$ cat config.mk
export PLATFORM = sky130hd
export DESIGN_NAME = dma_req_arbiter
export DESIGN_NICKNAME = d
export VERILOG_FILES = /design/src/rtl/dma_arb_pkg.sv /design/src/rtl/arb_chan_route.sv /design/src/rtl/arb_prio_pick.sv /design/src/rtl/arb_grant_ctrl.sv /design/src/rtl/dma_req_arbiter.sv
export SDC_FILE = /design/constraint.sdc
export NUM_CORES = 1
export LEC_CHECK = 0
export BUFFER_PORTS_ARGS = -buffer_cell sky130_fd_sc_hd__buf_2
export CORE_AREA = 5 5 108 110
export DETAILED_ROUTE_END_ITERATION = 12
export DIE_AREA = 0 0 113 115
export PLACE_DENSITY = 0.76
export REMOVE_ABC_BUFFERS = 1
export SETUP_SLACK_MARGIN = 0.4
export SLEW_MARGIN = 40
export SYNTH_ARGS = -nofsm -noshare
export SYNTH_HDL_FRONTEND = slang
export SYNTH_SLANG_ARGS = --single-unit
$ cat constraint.sdc
create_clock -name clk -period 8.77 [get_ports clk]
set_input_delay 0 -clock clk [delete_from_list [all_inputs] [get_ports clk]]
set_output_delay 0 -clock clk [all_outputs]
set_load 0.005 [all_outputs]
$ cat src/rtl/dma_arb_pkg.sv
// Package: shared defaults for the stream request arbiter.
// Assumes channel count is a power of two so a select field covers it exactly.
package dma_arb_pkg;
    localparam int unsigned DEF_STREAMS  = 8;
    localparam int unsigned DEF_CHANNELS = 8;
    localparam int unsigned DEF_PRIO_W   = 2;
endpackage

$ cat src/rtl/arb_chan_route.sv
// Module: arb_chan_route
// Holds one stream's channel-select register and routes the selected
// request line to an eligibility flag.
// Assumes: NUM_CHANNELS is a power of two; the select is locked while the
// stream is enabled or while it holds the bus grant.
module arb_chan_route #(
    parameter int unsigned NUM_CHANNELS = 8,
    localparam int unsigned SEL_W = $clog2(NUM_CHANNELS)
) (
    input  logic                    clk,
    input  logic                    rst_n,
    input  logic                    en,
    input  logic                    granted,
    input  logic                    wr,
    input  logic [SEL_W-1:0]        wr_sel,
    input  logic [NUM_CHANNELS-1:0] req_vec,
    output logic [SEL_W-1:0]        sel_q,
    output logic                    eligible
);

    // Latch a new channel select only while the stream is idle and disabled.
    always_ff @(posedge clk) begin
        if (!rst_n) begin
            sel_q <= '0;
        end else if (wr && !en && !granted) begin
            sel_q <= wr_sel;
        end
    end

    // Route the chosen request line; enable gates eligibility.
    always_comb begin
        eligible = en & req_vec[sel_q];
    end

    // select cannot move while enabled or granted
    a_r2_sel_locked: assert property (@(posedge clk) disable iff (!rst_n)
        (en || granted) |=> $stable(sel_q));

endmodule

$ cat src/rtl/arb_prio_pick.sv
// Module: arb_prio_pick
// Combinational choice of the winning stream: highest priority value first,
// lowest index among equals.
// Assumes: the caller registers the result; output is one-hot or zero.
module arb_prio_pick #(
    parameter int unsigned NUM_STREAMS = 8,
    parameter int unsigned PRIO_W      = 2
) (
    input  logic [NUM_STREAMS-1:0]        eligible,
    input  logic [NUM_STREAMS*PRIO_W-1:0] prio,
    output logic [NUM_STREAMS-1:0]        pick
);

    logic [PRIO_W-1:0] best_lvl;
    logic              found;
    int unsigned       best_idx;

    // Scan upward; only a strictly higher level replaces the holder, so ties keep the lower index.
    always_comb begin
        best_lvl = '0;
        found    = 1'b0;
        best_idx = 0;
        for (int s = 0; s < NUM_STREAMS; s++) begin
            if (eligible[s] && (!found || prio[s*PRIO_W +: PRIO_W] > best_lvl)) begin
                best_lvl = prio[s*PRIO_W +: PRIO_W];
                best_idx = s;
                found    = 1'b1;
            end
        end
    end

    // Expand the winning index into a one-hot vector.
    always_comb begin
        for (int s = 0; s < NUM_STREAMS; s++) begin
            pick[s] = found && (best_idx == s);
        end
    end

endmodule

$ cat src/rtl/arb_grant_ctrl.sv
// Module: arb_grant_ctrl
// Holds the bus grant for one item and returns the acknowledge when the
// item completes.
// Assumes: bus_done is a single-cycle pulse; a new winner is taken only
// while the grant register is empty, which gives one idle cycle per release.
module arb_grant_ctrl #(
    parameter int unsigned NUM_STREAMS  = 8,
    parameter int unsigned NUM_CHANNELS = 8,
    localparam int unsigned SEL_W  = $clog2(NUM_CHANNELS),
    localparam int unsigned LINE_N = NUM_STREAMS * NUM_CHANNELS
) (
    input  logic                         clk,
    input  logic                         rst_n,
    input  logic [NUM_STREAMS-1:0]       pick,
    input  logic                         bus_done,
    input  logic [NUM_STREAMS*SEL_W-1:0] sel_flat,
    output logic [NUM_STREAMS-1:0]       grant_q,
    output logic [LINE_N-1:0]            ack_q
);

    logic [LINE_N-1:0] ack_next;

    // Map the held grant onto the request line its stream had selected.
    always_comb begin
        for (int s = 0; s < NUM_STREAMS; s++) begin
            for (int c = 0; c < NUM_CHANNELS; c++) begin
                ack_next[s*NUM_CHANNELS + c] = grant_q[s] &&
                    (sel_flat[s*SEL_W +: SEL_W] == SEL_W'(c));
            end
        end
    end

    // Take a winner when idle; release and acknowledge on bus_done.
    always_ff @(posedge clk) begin
        if (!rst_n) begin
            grant_q <= '0;
            ack_q   <= '0;
        end else begin
            ack_q <= '0;
            if (grant_q == '0) begin
                grant_q <= pick;
            end else if (bus_done) begin
                grant_q <= '0;
                ack_q   <= ack_next;
            end
        end
    end

    // never more than one stream granted
    a_r5_grant_onehot: assert property (@(posedge clk) disable iff (!rst_n)
        $onehot0(grant_q));

    // grant held until the item completes
    a_r6_grant_held: assert property (@(posedge clk) disable iff (!rst_n)
        (grant_q != '0 && !bus_done) |=> $stable(grant_q));

    // completion gives exactly one acknowledge and frees the bus
    a_r7_ack_on_done: assert property (@(posedge clk) disable iff (!rst_n)
        (grant_q != '0 && bus_done) |=> ($countones(ack_q) == 1 && grant_q == '0));

    // no acknowledge without a held grant
    a_r7_no_stray_ack: assert property (@(posedge clk) disable iff (!rst_n)
        (grant_q == '0) |=> (ack_q == '0));

    // the acknowledge cycle is the idle gap
    a_r8_gap_cycle: assert property (@(posedge clk) disable iff (!rst_n)
        (ack_q != '0) |-> (grant_q == '0));

endmodule

$ cat src/rtl/dma_req_arbiter.sv
// Module: dma_req_arbiter (top)
// Routes one request line per stream through a locked channel select,
// picks the highest-priority eligible stream (lowest index on ties) and
// grants it the shared bus for one item.
// Assumes: request lines are level signals held until acknowledged;
// bus_done is a one-cycle pulse from the bus side.
module dma_req_arbiter
    import dma_arb_pkg::*;
#(
    parameter int unsigned NUM_STREAMS  = DEF_STREAMS,
    parameter int unsigned NUM_CHANNELS = DEF_CHANNELS,
    parameter int unsigned PRIO_W       = DEF_PRIO_W,
    localparam int unsigned SEL_W  = $clog2(NUM_CHANNELS),
    localparam int unsigned LINE_N = NUM_STREAMS * NUM_CHANNELS
) (
    input  logic                          clk,
    input  logic                          rst_n,
    input  logic [LINE_N-1:0]             req_lines,
    input  logic [NUM_STREAMS-1:0]        stream_en,
    input  logic [NUM_STREAMS-1:0]        sel_wr,
    input  logic [NUM_STREAMS*SEL_W-1:0]  sel_data,
    input  logic [NUM_STREAMS*PRIO_W-1:0] stream_prio,
    input  logic                          bus_done,
    output logic [NUM_STREAMS-1:0]        grant,
    output logic [LINE_N-1:0]             ack
);

    logic [NUM_STREAMS-1:0]       eligible;
    logic [NUM_STREAMS*SEL_W-1:0] sel_flat;
    logic [NUM_STREAMS-1:0]       pick;

    // One routing slice per stream.
    for (genvar s = 0; s < NUM_STREAMS; s++) begin : g_route
        arb_chan_route #(
            .NUM_CHANNELS(NUM_CHANNELS)
        ) u_route (
            .clk     (clk),
            .rst_n   (rst_n),
            .en      (stream_en[s]),
            .granted (grant[s]),
            .wr      (sel_wr[s]),
            .wr_sel  (sel_data[s*SEL_W +: SEL_W]),
            .req_vec (req_lines[s*NUM_CHANNELS +: NUM_CHANNELS]),
            .sel_q   (sel_flat[s*SEL_W +: SEL_W]),
            .eligible(eligible[s])
        );
    end

    arb_prio_pick #(
        .NUM_STREAMS(NUM_STREAMS),
        .PRIO_W     (PRIO_W)
    ) u_pick (
        .eligible(eligible),
        .prio    (stream_prio),
        .pick    (pick)
    );

    arb_grant_ctrl #(
        .NUM_STREAMS (NUM_STREAMS),
        .NUM_CHANNELS(NUM_CHANNELS)
    ) u_grant (
        .clk     (clk),
        .rst_n   (rst_n),
        .pick    (pick),
        .bus_done(bus_done),
        .sel_flat(sel_flat),
        .grant_q (grant),
        .ack_q   (ack)
    );

    // a fresh grant only goes to a stream that was eligible
    a_r1_grant_eligible: assert property (@(posedge clk) disable iff (!rst_n)
        (grant == '0) |=> ((grant & ~$past(eligible)) == '0));

endmodule

==> flow_metrics.env <==
export IMPL_rsz0062_at_grt="yes"
export IMPL_grt_max_degree=32
export IMPL_drc=0
export IMPL_worst_pin_slew_ns=0.685
export IMPL_initial_utilization=0.421
export IMPL_nets=885
export IMPL_grt_pass1_vias=4708
export IMPL_synthesis_instances=468
export IMPL_power_leakage_nw=3.05
export IMPL_avgSynthCellArea_um2=9.54
export IMPL_synth_cell_types=54
export IMPL_ys_ff_latch=96
export IMPL_crit_path_end="u_grant.grant_q[3]"
export IMPL_cts_tree="done"
export IMPL_worst_ep_arrival_time_ns=9.71
export IMPL_hp_class="in2reg"
export IMPL_detail_route_antenna_nets=0
export IMPL_drive_gt1_frac=0.472
export IMPL_crit_fanout=4
export IMPL_multi_input_area_um2=2570
export IMPL_combPwrFrac=0.374
export IMPL_maxSlewViolCount=0
export IMPL_synth_flop_cell="dfxtp_1"
export IMPL_via_per_inst=4.99
export IMPL_yosysTopAreaCell="dfxtp_1"
export IMPL_fin_skew_ns=0.00877
export IMPL_regArea_um2=1920
export IMPL_timing_rr_end="u_grant.grant_q[3]"
export IMPL_grt_antenna_before_repair=0
export IMPL_dr_first_iter_drc_count=266
export IMPL_cts_path_max_buffers=2
export IMPL_io_buffers=194
export IMPL_setup_ws_ns=-0.648
export IMPL_wl_per_cell_um=15.4
export IMPL_critPathLaunch="g_route[0].u_route.sel_q[1]"
export IMPL_cts_sinks=96
export IMPL_failed_checks="negative setup slack"
export IMPL_crit_path_end_kind="flop"
export IMPL_critPathKind="reg2reg"
export IMPL_wl_met2_mm=7.05
export IMPL_status="finished, violations left"
export IMPL_hold_viol=0
export IMPL_wl_met3_mm=1.02
export IMPL_reg2regPathDepth=52
export IMPL_p_seq_frac=0.392
export IMPL_placed_cell_area_um2=5770
export IMPL_period_needed_ns=9.42
export IMPL_clkTransAtPathRegs_ns=0.09
export IMPL_area_delta_synth_final_pct=51.0
export IMPL_synthTopCellsByArea="dfxtp_1, mux2i_1, mux4_2, nor2_1, nor2b_1"
export IMPL_clock_power_share=0.234
export IMPL_clkLatencyLatePin_ns=0.36
export IMPL_yosys_warnings=0
export IMPL_switchingPower_mw=0.381
export IMPL_fmax_mhz=106
export IMPL_core_um2=10600
export IMPL_critical_path_max_stage_delay_ns=0.53
export IMPL_period_share=1.07
export IMPL_p_sw_frac=0.310
export IMPL_dieArea_um2=13000
export IMPL_cts_buffers=9
export IMPL_gr_total_overflow=0
export IMPL_htree_levels=3
export IMPL_fp_row_count=38
export IMPL_setup_viol=8
export IMPL_drt_met1_wl_mm=5.44
export IMPL_die_h_um=115
export IMPL_hpwl_mm=9.86
export IMPL_gp_congestion=0.848
export IMPL_grt_usage=0.207
export IMPL_vias=4453
export IMPL_netlist_area_um2=4460
export IMPL_fp_dieW_um=113
export IMPL_timing_rr_start="g_route[0].u_route.sel_q[1]"
export IMPL_power_density_nw_per_um2=182
export IMPL_finalInstanceArea_um2=6740
export IMPL_yosysSeqAreaShare=0.431
export IMPL_grt_pass1_wl_mm=21.6
export IMPL_max_slew_margin_rel=0.538
export IMPL_root_buffer="clkbuf_8"
export IMPL_n_antenna_cell=0
export IMPL_maxCapViolCount=0
export IMPL_synthArstFlopShare=0
export IMPL_internal_power_mw=0.848
export IMPL_routed_wl_mm=13.8
export IMPL_synth_edf_count=0
export IMPL_whs_ns=0.0476
export IMPL_io_pins=195
export IMPL_nFillCells=870
export IMPL_critPathRequiredTime_ns=9.06
export IMPL_synth_top_area_frac=0.431
export IMPL_dr_pass1_iters=4
export IMPL_crit_path_start_kind="flop"
export IMPL_slowest_stage="mux4_2"
export IMPL_vdd_drop_max_v=0.0000793
export IMPL_maxUsedRoutingLayer="met4"
export IMPL_r2r_slack_ns=-0.65
Yosys cell counts (2+ instances only):
| master | count |
|---|---|
| buf_2 | 6 |
| dfxtp_1 | 96 |
| nor3b_1 | 8 |
| clkbuf_1 | 10 |
| o21ai_0 | 13 |
| mux2i_1 | 26 |
| nand3_1 | 13 |
| inv_1 | 21 |
| ha_1 | 14 |
| nand2_1 | 24 |
| mux4_2 | 11 |
| and3_1 | 3 |
| nand2b_1 | 17 |
| nor2b_1 | 34 |
| a2bb2oi_1 | 3 |
| buf_4 | 9 |
| o31a_1 | 2 |
| or2_2 | 2 |
| o31ai_1 | 3 |
| mux2_2 | 8 |
| o32ai_1 | 2 |
| a21oi_1 | 9 |
| nor2_1 | 57 |
| o21a_1 | 4 |
| a22oi_1 | 2 |
| a31oi_2 | 2 |
| nor3_1 | 18 |
| a31oi_1 | 3 |
| nand3b_1 | 7 |
| nand4_1 | 2 |
| o211ai_1 | 4 |
| nor4_1 | 2 |
| o22ai_1 | 8 |
| and2_1 | 5 |
registers in the layout (all words and copies together) (netlist names):
signal / cells
g_route.u_route.sel_q: 24
u_grant.ack_q: 64
u_grant.grant_q: 8
worst max-delay path, delay by kind of cell, from the launching register on:
| kind | cells | cell delay [ns] |
|---|---|---|
| AOI/OAI and AO/OA | 29 | 4.59 |
| adders and majority gates | 7 | 1.94 |
| buffers and inverters | 4 | 0.42 |
| DFF | 1 | 0.37 |
| muxes | 1 | 0.53 |
| and+or+nand+nor | 11 | 1.48 |
stage by stage:
step	power [mW]	setup TNS [ns]	std cells	util	setup slack [ns]
4_1_cts	1.18	-2.82	886	0.617	-0.455
2_1_floorplan	0.662	-6.32	441	-	-0.923
5_1_grt	1.30	-8.48	892	0.636	-1.15
6_report	1.23	-4.66	892	0.636	-0.648
3_5_place_dp	0.805	-7.64	817	0.545	-1.08
3_3_place_gp	0.795	-3.71	817	0.545	-0.556
worst min-delay path by stage:
stage	slack, ns	from	to	cells after the start
after global routing	0.04	bus_done	u_grant.grant_q[6]	3
after CTS	0.02	bus_done	u_grant.grant_q[1]	4
after global placement	0.26	sel_data[9]	g_route[3].u_route.sel_q[0]	3
final	0.05	bus_done	u_grant.grant_q[1]	4
after floorplan	0.12	rst_n	u_grant.grant_q[5]	1
after detailed placement	0.27	sel_data[12]	g_route[4].u_route.sel_q[0]	3
power groups by stage:
stage / sequential (mW) / clock (mW) / combinational (mW)
finish: 0.481 / 0.288 / 0.460
global route: 0.486 / 0.320 / 0.494
CTS: 0.481 / 0.298 / 0.400
detailed placement: 0.491 / 0 / 0.314
global placement: 0.490 / 0 / 0.304
floorplan: 0.485 / 0 / 0.176
area by class of cell:
type                       count  area share
clock buffer                   9      0.0184
clock inverter                 6      0.0102
inverter                      21      0.0117
multi-input combinational    324       0.381
sequential                    96       0.285
tap                          140      0.0260
timing repair buffer         296       0.267
layout by cell type (no fill, tap or decap), types with 3 or more instances in the layout:
cell type,instances
buf_4,77
a21oi_1,6
nor2_1,56
o21ai_2,5
nor3_1,16
o21ai_0,3
a31oi_1,3
nand3b_1,7
ha_4,4
o21a_1,4
buf_2,194
nand2b_1,17
nor3b_1,8
nor2b_4,5
o211ai_1,4
and2_1,4
o21ai_1,6
inv_1,19
nand3_1,11
nand2_1,23
clkbuf_8,9
mux4_2,11
o22ai_1,7
mux2i_1,26
dlygate4sd3_1,24
a21oi_2,3
nor2b_1,29
ha_1,9
dfxtp_1,95
mux2_2,7
kinds of logic (layout without fill, tap and decap cells):
logic type / Yosys count / in the layout / share of synthesized area
fa+ha+maj: 14 / 14 / 0.0392
compound gates: 69 / 69 / 0.117
flops: 96 / 96 / 0.431
buf+inv: 48 / 332 / 0.0513
simple gates: 196 / 196 / 0.228
mux: 45 / 45 / 0.134
metal layers:
layer,GRT usage,vias to the layer above
met2,0.375,179
met1,0.233,2060
met4,0.0745,0
li1,-,2195
met3,0.0568,19
met5,0,-
repair_timing:
action / 4_1_cts / 5_1_grt
buffers inserted: 30 / 6
endpoints found under the setup margin: 8 / 8
pin swaps: 14 / 32
endpoints found under the hold margin: 24 / 0
hold buffers: 24 / 0
gates resized for setup: 33 / 28
(Power assumes the default switching activity.)
